<file path="src/rtl/tick_pkg.sv">
// Package: shared types for the tick/compare timer.
// Assumes: nothing beyond IEEE 1800-2017.
package tick_pkg;

    // Arming state of the one-shot deadline.
    typedef enum logic {
        DL_IDLE  = 1'b0,
        DL_ARMED = 1'b1
    } dl_state_e;

endpackage

</file>
<file path="src/rtl/tick_counter.sv">
// Module: tick_counter
// Holds the free-running count and the counter disable flag.
// Assumes: load has priority over tick_en; the flag never stops counting.
module tick_counter #(
    parameter int CNT_W = 63
) (
    input  logic             clk,
    input  logic             rst_n,
    input  logic             tick_en,
    input  logic             load,
    input  logic [CNT_W-1:0] load_val,
    input  logic             load_dis,
    output logic [CNT_W-1:0] count,
    output logic [CNT_W-1:0] count_inc,
    output logic             dis_flag,
    output logic             step
);

    // Value the count takes on a tick; wraps naturally at CNT_W bits.
    assign count_inc = count + CNT_W'(1);

    // A tick only counts when no software load competes with it.
    assign step = tick_en && !load;

    // Count and flag register: reset, software load, or tick.
    always_ff @(posedge clk) begin
        if (!rst_n) begin
            count    <= '0;
            dis_flag <= 1'b1;
        end else if (load) begin
            count    <= load_val;
            dis_flag <= load_dis;
        end else if (tick_en) begin
            count    <= count_inc;
        end
    end

    // a tick without a load moves the count up by one.
    a_r2_tick_inc : assert property (@(posedge clk) disable iff (!rst_n)
        (tick_en && !load) |=> (count == $past(count) + CNT_W'(1)));

    // without tick or load the count holds.
    a_r2_hold : assert property (@(posedge clk) disable iff (!rst_n)
        (!tick_en && !load) |=> $stable(count));

    // a load sets the flag to the written bit.
    a_r2_load_flag : assert property (@(posedge clk) disable iff (!rst_n)
        load |=> (dis_flag == $past(load_dis)));

endmodule

</file>
<file path="src/rtl/tick_deadline.sv">
// Module: tick_deadline
// One-shot deadline comparator: arms on a software write, reports a hit
// on the tick that reaches (or has passed) the deadline, then disarms.
// Assumes: count/count_inc/step come from tick_counter of the same width.
module tick_deadline
    import tick_pkg::*;
#(
    parameter int CNT_W = 63
) (
    input  logic             clk,
    input  logic             rst_n,
    input  logic             arm_wr,
    input  logic [CNT_W-1:0] arm_val,
    input  logic             arm_dis,
    input  logic             step,
    input  logic [CNT_W-1:0] count,
    input  logic [CNT_W-1:0] count_inc,
    output logic             hit
);

    dl_state_e        state;
    logic [CNT_W-1:0] deadline;
    logic             reached;
    logic             arm_ok;

    // Deadline reached by this tick, or already behind the count.
    assign reached = (count >= deadline) || (count_inc == deadline);

    // A write arms only with a nonzero value and a clear disable bit.
    assign arm_ok = (arm_val != '0) && !arm_dis;

    // A hit needs an armed state, a real tick and no competing write.
    assign hit = (state == DL_ARMED) && step && !arm_wr && reached;

    // Arming state and stored deadline.
    always_ff @(posedge clk) begin
        if (!rst_n) begin
            state    <= DL_IDLE;
            deadline <= '0;
        end else if (arm_wr) begin
            deadline <= arm_val;
            state    <= arm_ok ? DL_ARMED : DL_IDLE;
        end else if (hit) begin
            state    <= DL_IDLE;
        end
    end

    // a hit always leaves the deadline disarmed.
    a_r5_one_shot : assert property (@(posedge clk) disable iff (!rst_n)
        hit |=> (state == DL_IDLE));

    // a zero deadline write never arms.
    a_r6_zero_unarmed : assert property (@(posedge clk) disable iff (!rst_n)
        (arm_wr && (arm_val == '0)) |=> (state == DL_IDLE));

    // a disabled deadline write never arms.
    a_r7_dis_unarmed : assert property (@(posedge clk) disable iff (!rst_n)
        (arm_wr && arm_dis) |=> (state == DL_IDLE));

    // the cycle after a write cannot see the prior deadline fire.
    a_r11_new_deadline : assert property (@(posedge clk) disable iff (!rst_n)
        arm_wr |=> (deadline == $past(arm_val)));

endmodule

</file>
<file path="src/rtl/tick_softint.sv">
// Module: tick_softint
// Soft-interrupt status vector with write-one-to-clear and a wake pulse.
// Only bit IRQ_BIT can ever be set; a fire outranks a clear.
// Assumes: hit is a single-cycle event from tick_deadline.
module tick_softint #(
    parameter int IRQ_W   = 16,
    parameter int IRQ_BIT = 2
) (
    input  logic             clk,
    input  logic             rst_n,
    input  logic             hit,
    input  logic             gate_off,
    input  logic [IRQ_W-1:0] clr,
    output logic [IRQ_W-1:0] softint,
    output logic             wake
);

    logic fire;

    // A hit only counts while the counter disable flag is clear.
    assign fire = hit && !gate_off;

    // One status flop per bit; only the assigned bit has a set source.
    for (genvar i = 0; i < IRQ_W; i++) begin : g_bit
        logic set_i;
        assign set_i = (i == IRQ_BIT) ? fire : 1'b0;

        // Status bit: set wins over write-one-to-clear.
        always_ff @(posedge clk) begin
            if (!rst_n) softint[i] <= 1'b0;
            else        softint[i] <= set_i || (softint[i] && !clr[i]);
        end
    end

    // Wake request: one cycle per accepted fire.
    always_ff @(posedge clk) begin
        if (!rst_n) wake <= 1'b0;
        else        wake <= fire;
    end

    // wake lasts exactly one cycle.
    a_r8_wake_pulse : assert property (@(posedge clk) disable iff (!rst_n)
        wake |=> !wake);

    // wake is always accompanied by the status bit.
    a_r8_wake_status : assert property (@(posedge clk) disable iff (!rst_n)
        wake |-> softint[IRQ_BIT]);

    // a hit under the disable flag raises nothing.
    a_r9_gated : assert property (@(posedge clk) disable iff (!rst_n)
        (hit && gate_off) |=> !wake);

    // a clear without a fire drops the bit.
    a_r10_clear : assert property (@(posedge clk) disable iff (!rst_n)
        (clr[IRQ_BIT] && !(hit && !gate_off)) |=> !softint[IRQ_BIT]);

    // unassigned bits stay zero.
    a_r10_others : assert property (@(posedge clk) disable iff (!rst_n)
        $countones(softint) <= 1);

endmodule

</file>
<file path="src/rtl/tick_cmp_timer.sv">
// Module: tick_cmp_timer (top)
// Free-running tick counter plus one-shot compare interrupt.
// Bit REG_W-1 of each written word is a disable flag, the rest is data.
// Assumes: strobes are single-cycle levels sampled on the rising edge.
module tick_cmp_timer #(
    parameter int CNT_W   = 63,
    parameter int IRQ_W   = 16,
    parameter int IRQ_BIT = 2
) (
    input  logic               clk,
    input  logic               rst_n,
    input  logic               tick_en,
    input  logic               cnt_wr,
    input  logic               cmp_wr,
    input  logic [CNT_W:0]     wr_data,
    input  logic [IRQ_W-1:0]   softint_clr,
    output logic [CNT_W:0]     cnt_rd_data,
    output logic [IRQ_W-1:0]   softint,
    output logic               wake
);

    localparam int FLAG_POS = CNT_W;

    logic [CNT_W-1:0] count;
    logic [CNT_W-1:0] count_inc;
    logic             dis_flag;
    logic             step;
    logic             hit;

    tick_counter #(.CNT_W(CNT_W)) u_cnt (
        .clk       (clk),
        .rst_n     (rst_n),
        .tick_en   (tick_en),
        .load      (cnt_wr),
        .load_val  (wr_data[CNT_W-1:0]),
        .load_dis  (wr_data[FLAG_POS]),
        .count     (count),
        .count_inc (count_inc),
        .dis_flag  (dis_flag),
        .step      (step)
    );

    tick_deadline #(.CNT_W(CNT_W)) u_dl (
        .clk       (clk),
        .rst_n     (rst_n),
        .arm_wr    (cmp_wr),
        .arm_val   (wr_data[CNT_W-1:0]),
        .arm_dis   (wr_data[FLAG_POS]),
        .step      (step),
        .count     (count),
        .count_inc (count_inc),
        .hit       (hit)
    );

    tick_softint #(.IRQ_W(IRQ_W), .IRQ_BIT(IRQ_BIT)) u_si (
        .clk      (clk),
        .rst_n    (rst_n),
        .hit      (hit),
        .gate_off (dis_flag),
        .clr      (softint_clr),
        .softint  (softint),
        .wake     (wake)
    );

    // Read word: flag on top, live count below.
    assign cnt_rd_data = {dis_flag, count};

    // the read flag follows the last counter write.
    a_r3_read_flag : assert property (@(posedge clk) disable iff (!rst_n)
        cnt_wr |=> (cnt_rd_data[FLAG_POS] == $past(wr_data[FLAG_POS])));

    // first cycle after reset shows the disable flag set.
    a_r1_reset_flag : assert property (@(posedge clk)
        !rst_n |=> cnt_rd_data[FLAG_POS]);

endmodule

</file>
<file path="config.mk">
export PLATFORM = sky130hd
export DESIGN_NAME = tick_cmp_timer
export DESIGN_NICKNAME = d
export VERILOG_FILES = /design/src/rtl/tick_pkg.sv /design/src/rtl/tick_counter.sv /design/src/rtl/tick_deadline.sv /design/src/rtl/tick_softint.sv /design/src/rtl/tick_cmp_timer.sv
export SDC_FILE = /design/constraint.sdc
export NUM_CORES = 1
export LEC_CHECK = 0
export BUFFER_PORTS_ARGS = -buffer_cell sky130_fd_sc_hd__buf_2
export CORE_MARGIN = 5
export CORE_UTILIZATION = 53
export DETAILED_ROUTE_END_ITERATION = 6
export GPL_ROUTABILITY_DRIVEN = 0
export HOLD_SLACK_MARGIN = 0.02
export PLACE_DENSITY = 0.77
export REMOVE_ABC_BUFFERS = 1
export SLEW_MARGIN = 10
export SYNTH_ARGS = -nofsm -noshare
export SYNTH_HDL_FRONTEND = slang
export SYNTH_SLANG_ARGS = --single-unit
</file>
<file path="constraint.sdc">
create_clock -name clk -period 3.1 [get_ports clk]
set_clock_uncertainty 0.1 [all_clocks]
set_input_delay 0.775 -clock clk [delete_from_list [all_inputs] [get_ports clk]]
set_output_delay 0.775 -clock clk [all_outputs]
set_load 0.02 [all_outputs]
</file>
# After elaboration in Yosys (flattened, before gate mapping)
# Index checks and enable logic that the tools add are counted.
[word_totals]
reg_bits = 145
word_cells = 76
in_bits = 85
output_inout_bits = 81
[op_classes]
n_eq_ne = 1
add_sub_neg = 1
n_lt_le_gt_ge = 1
mux = 5
reduce_logical = 47
[ops]
columns = ["cell", "n"]
rows = [
  ["$mux 63", 2],
  ["$add 63x1->63 const B", 1],
  ["$eq 63x63->1", 1],
  ["$ge 63x63->1", 1],
  ["$reduce_bool 63->1", 1],
  ["$logic_and 1x1->1", 22],
  ["$logic_not 1->1", 20],
  ["$reduce_bool 2->1", 2],
  ["$mux 1", 3],
  ["$logic_or 1x1->1", 2],
]

# Logic depth before layout (Yosys ltp)
[logic_depth]
word_depth = 7
mapped_depth = 12
ltp_nobuf = 11

# By module
# A second synthesis with hierarchy kept.
[hier_totals]
cells_unflattened = 1251
area_unflattened_um2 = 10364.9
[modules_own_cells]
columns = ["mod", "area_each_um2", "instances", "cells_each"]
rows = [
  ["tick_counter", 5041.1, 1, 667],
  ["tick_deadline", 4783.3, 1, 544],
  ["tick_softint", 533.0, 1, 39],
  ["tick_cmp_timer", 7.5, 1, 1],
]

# Worst setup path before layout
# Ideal clock, no wire load.
[synth_timing]
kind = "register to register"
startpoint = "reg u_cnt.count[1]"
endpoint = "reg u_si.softint[2]"
t_arrival_ns = 3.306
setup_time_ns = 0.115
setup_slack_ns = -0.421
required_time_ns = 2.885
path_stages_with_launch = 13
path_buffers = 2
cell_sequence = "dfxtp_1 > ha_1 > buf_2 > nand2_1 > or4_4 > or4_1 > buf_2 > o21a_1 > or2_1 > o221ai_2 > nor4_1 > a32o_1 > o21a_1"
[synth_via]
elab_chain_len = 6
[synth_rtl]
columns = ["item", "line_no", "text"]
rows = [
  ["from (decl)", "tick_counter.sv:13", "output logic [CNT_W-1:0] count,"],
  ["from (signal assigned)", "tick_counter.sv:31", "count <= load_val;"],
  ["from (signal assigned)", "tick_counter.sv:34", "count <= count_inc;"],
  ["$add 63x1->63", "tick_counter.sv:20", "assign count_inc = count + CNT_W'(1);"],
  ["$eq 63x63->1", "tick_deadline.sv:27", "assign reached = (count >= deadline) || (count_inc == deadline);"],
  ["$logic_or 1x1->1 *", "tick_deadline.sv:27", ""],
  ["$logic_and 1x1->1 *", "tick_deadline.sv:33", "assign hit = (state == DL_ARMED) && step && !arm_wr && reached;"],
  ["$logic_and 1x1->1 *", "tick_softint.sv:21", "assign fire = hit && !gate_off;"],
  ["$logic_or 1x1->1 *", "tick_softint.sv:31", "else softint[i] <= set_i || (softint[i] && !clr[i]);"],
  ["to (signal, indexed assignment)", "tick_softint.sv:31", ""],
  ["to (decl)", "tick_softint.sv:14", "output logic [IRQ_W-1:0] softint,"],
]
# Mark *: on every way between the ends. The rest lies on a longest branch, timed or not.
# A chain may end at the register's enable or synchronous reset.

# Worst setup path in the final report
[layout_timing]
startpoint = "reg u_cnt.count[1]"
endpoint = "reg u_si.wake"
[layout_via]
elab_chain_len = 5
[layout_rtl]
columns = ["item", "line_no", "text"]
rows = [
  ["$add 63x1->63", "tick_counter.sv:20", ""],
  ["$eq 63x63->1", "tick_deadline.sv:27", ""],
  ["$logic_or 1x1->1 *", "tick_deadline.sv:27", ""],
  ["$logic_and 1x1->1 *", "tick_deadline.sv:33", ""],
  ["$logic_and 1x1->1 *", "tick_softint.sv:21", ""],
  ["to (signal assigned)", "tick_softint.sv:38", "else wake <= fire;"],
  ["to (decl)", "tick_softint.sv:15", "output logic wake"],
]
# Marked as above.

==> metrics.md <==
| Metric | Value |
|---|---|
| Clk_lat worst skew | `0.44 ns` |
| WHS Endpoint | `u_si.softint[13]$_SDFF_PN0_` |
| Nets | `roughly 1.6k` |
| Final Core Density | `between 60 and 70%` |
| Clock root cell | `clkbuf_16` |
| Sequential Power Share | `38.5%` |
| Reg-to-Reg End | `u_si.wake$_SDFF_PN0_` |
| GRT met1 Usage | `38.1%` |
| Async S/R FF share, synth | `0%` |
| Hold Crit Start | `u_si.softint[13]$_SDFF_PN0_` |
| Biggest area consumer among synthesized cells | `dfxtp_1` |
| R2R cell count | `10` |
| Status | `finished, violations left` |
| 1st-iter DRT viols | `1362` |
| Clock transition at the registers of the reported paths | `around 0.060 ns` |
| Hold Path Cell Cnt | `1` |
| Netlist cell types | `68` |
| Port bufs | `165` |
| Post-synth top area share | `27.6%` |
| Tightest Pin Transition | `0.849 ns` |
| Num ports | `166` |
| Rel. slew slack | `43.4%` |
| Tcrit/Tclk final | `101%` |
| Bufs on Longest Clock Path | `2` |
| Critical path class | `reg -> reg` |
| Final worst slack | `-0.0250 ns` |
| Flop-to-flop setup slack | `-0.02 ns` |
| Largest net degree at the start of global routing | `83` |
| Detailed Routing Iterations Pass 1 | `7` |
| Post-synthesis sequential area ratio | `27.6%` |
| Mean Syn Cell Area | `8.15 µm²` |
| Internal | `roughly 3.8 mW` |
| Worst-path fanout max | `6` |
| CTS tree | `done` |
| Top FF cell, synth | `dfxtp_1` |
| Power share of the clock group | `39.1%` |
| Busiest layer in global routing | `met2` |
| Initial Utilization | `53.9%` |
| Via density | `6.10` |
| Area Overhead vs Synth | `23.0%` |
| Post-DRT Antenna Nets | `0` |
| Number of CTS-inserted buffers | `17` |
| Met2 Use GR | `51.0%` |
| Met3 usage | `8.50%` |
| RSZ-0062 raised after global routing | `yes` |
| WL final | `36500 µm` |
| First-pass GRT wire length | `56100 µm` |
| Die height | `roughly 150 µm` |
| Cells after synthesis | `1293` |
| Placed cell count | `1744` |
| Total GRT Usage | `31.3%` |
| Mapped cell area | `10500 µm²` |
| Post-synth EDFFs | `0` |
| Fmax | `about 320 MHz` |
| N_diodes | `0` |
| Peak supply drop | `0.347 mV` |
| Yosys warns | `0` |
| Switch share | `31.2%` |
| Critical path capture point type | `register` |
| Fillers | `approximately 1.6k` |
| P_sw | `1.70 mW` |
| Max-cap violations | `0` |
| Data required, critical path | `around 3.4 ns` |
| GRT overflow | `0` |
| Critical path startpoint category | `register` |
| CTS Sinks | `between 100 and 150` |
| Pwr dens | `421 nW/µm²` |
| Die X | `151 µm` |
| Antenna violations before repair | `0` |
| Combinational share of power | `22.4%` |
| Vias in the first global route | `~11k` |
| Hold Crit Class | `reg -> reg` |
| Seq cells post-synth | `145` |
| WP data arrival | `roughly 3.4 ns` |
| DRC Markers | `18` |
| Fin crit period | `3.12 ns` |
| Row count | `51` |
| P_leak | `5.71 nW` |
| Max Slew Vio Count | `0` |
| Synth area leaders | `dfxtp_1, ha_1, xnor2_1` |
| Total core area | `a little under 20000 µm²` |
| Layout cell share with drive strength beyond 1 | `a little under a quarter` |
| Hpwl dp | `27500 µm` |
| Routed WL per cell | `20.5 µm` |
| Final Hold Vio Count | `0` |
| R2r startpoint | `u_cnt.count[1]$_SDFFE_PN0P_` |
| Layout Cells excl Fill | `roughly 1.8k` |
| Die area | `22800 µm²` |
| Failing checks | `design-rule violations, negative setup slack` |
| Vias | `10.8k` |
| H-tree levels | `4` |
| Setup violators final | `1` |
## registers in the layout, summed over array words and instances (netlist names)
| name | flops |
|---|---|
| u_cnt.count | 63 |
| u_cnt.dis_flag | 1 |
| u_dl.deadline | 63 |
| u_dl.state | 1 |
| u_si.softint | 16 |
| u_si.wake | 1 |
## worst max-delay path by stage
stage,start,end,slack [ns]
detailed placement,u_cnt.count[0]$_SDFFE_PN0P_,u_dl.state$_SDFFE_PN0P_,-0.05
global placement,u_cnt.count[0]$_SDFFE_PN0P_,u_dl.state$_SDFFE_PN0P_,-0.006
global route,u_cnt.count[1]$_SDFFE_PN0P_,u_si.wake$_SDFF_PN0_,-0.1
finish,u_cnt.count[1]$_SDFFE_PN0P_,u_si.wake$_SDFF_PN0_,-0.02
CTS,u_cnt.count[0]$_SDFFE_PN0P_,u_dl.state$_SDFFE_PN0P_,0.007
floorplan,u_cnt.count[0]$_SDFFE_PN0P_,u_si.softint[2]$_SDFF_PN0_,-0.47
## synth_stat cells (9+ instances only)
| cell type | count |
|---|---|
| o211a_1 | 28 |
| inv_1 | 71 |
| a31oi_1 | 9 |
| nand4_1 | 58 |
| clkbuf_1 | 56 |
| nor3_1 | 42 |
| and3b_1 | 15 |
| xor2_1 | 63 |
| nand2b_1 | 9 |
| nor2b_1 | 72 |
| nor2_1 | 42 |
| a21o_1 | 13 |
| a21oi_1 | 22 |
| and4_1 | 12 |
| nand2_1 | 129 |
| nand3_1 | 34 |
| ha_1 | 64 |
| mux2i_1 | 66 |
| dfxtp_1 | 145 |
| buf_2 | 16 |
| xnor2_1 | 88 |
| o21a_1 | 9 |
| o21ai_0 | 52 |
| and3_1 | 9 |
| nor4_1 | 43 |
| buf_1 | 9 |
| and2_1 | 41 |
## metrics by stage
stage	setup TNS (ns)	hold WS (ns)	cell area (µm²)	setup WS, ns	power, mW
after global routing	-0.233	0.403	13000	-0.0957	5.66
final	-0.0250	0.392	13000	-0.0250	5.45
after global placement	-0.0119	0.377	12200	-0.00558	3.26
after CTS	0	0.397	12800	0.00676	5.41
after detailed placement	-0.118	0.381	12200	-0.0531	3.29
after floorplan	-1.68	0.383	10200	-0.466	2.79
## cells in the final DEF (no fill, tap or decap), types with 4 or more instances in the layout
master and n:
dfxtp_2 7, o21ai_0 51, nand2b_1 9, and2_1 40, or3_1 6, or4_1 4, inv_1 71, ha_1 63
nand4_1 58, clkbuf_16 17, o21a_1 9, nand3_1 34, and4_1 12, o211a_1 28, a21oi_1 21, buf_4 107
and3b_1 15, dfxtp_1 138, nor3_1 38, nor2b_1 72, xnor2_1 88, nand2_1 128, a211o_1 4, o211ai_1 6
xor2_1 63, a31oi_1 9, mux2i_1 66, a211oi_1 4, nor4_1 33, buf_2 163, and3_1 9, clkinv_4 5
nor4_2 10, nor2_1 42, a21o_1 13
## layer usage
layer / routed length (µm) / vias to the layer above
met5: 0 / -
met4: 2120 / 0
met3: 3780 / 185
met2: 16400 / 656
met1: 14100 / 5028
li1: - / 4980
## cells by family after synthesis
| logic type | share of synthesized area, % |
|---|---|
| and+or+nand+nor | 28.3 |
| muxes | 6.27 |
| DFF | 27.6 |
| xor gates and xnor gates | 12.6 |
| adders and majority gates | 7.60 |
| buffers and inverters | 5.80 |
| AOI/OAI and AO/OA | 11.9 |
## worst max-delay path, stage by stage (launching register included)
cell and delay, ns:
dfxtp_2 0.36, ha_4 0.14, nand2_2 0.06, or4_4 0.56, or4_4 0.61, nor3_4 0.15
xnor2_1 0.14, nand4_1 0.14, nor4bb_2 0.39, a32o_2 0.27, and2_4 0.14
## final cells by class
| class | instances | area (µm²) | share of cell area (%) |
|---|---|---|---|
| repair buffers | 272 | 1650 | 12.7 |
| well taps | 265 | 332 | 2.56 |
| clock inverters | 11 | 130 | 1.00 |
| flip-flops and latches | 145 | 2910 | 22.5 |
| clock buffers | 21 | 470 | 3.63 |
| inverters | 71 | 267 | 2.06 |
| multi-input cells | 993 | 7200 | 55.5 |
## power by group through the flow
| stage | clock (mW) | combinational (mW) | sequential [mW] |
|---|---|---|---|
| 2_1_floorplan | 0 | 0.586 | 2.21 |
| 3_5_place_dp | 0 | 1.16 | 2.13 |
| 4_1_cts | 2.14 | 1.18 | 2.09 |
| 3_3_place_gp | 0 | 1.13 | 2.13 |
| 5_1_grt | 2.23 | 1.32 | 2.11 |
| 6_report | 2.13 | 1.22 | 2.10 |
## timing repair
action                     4_1_cts  5_1_grt
setup endpoints to repair        3        3
hold buffers                     0        0
setup buffers                    0        2
pin swaps                        1       20
resized for setup                2       38
No activity file was read; power rests on OpenSTA's default activity.
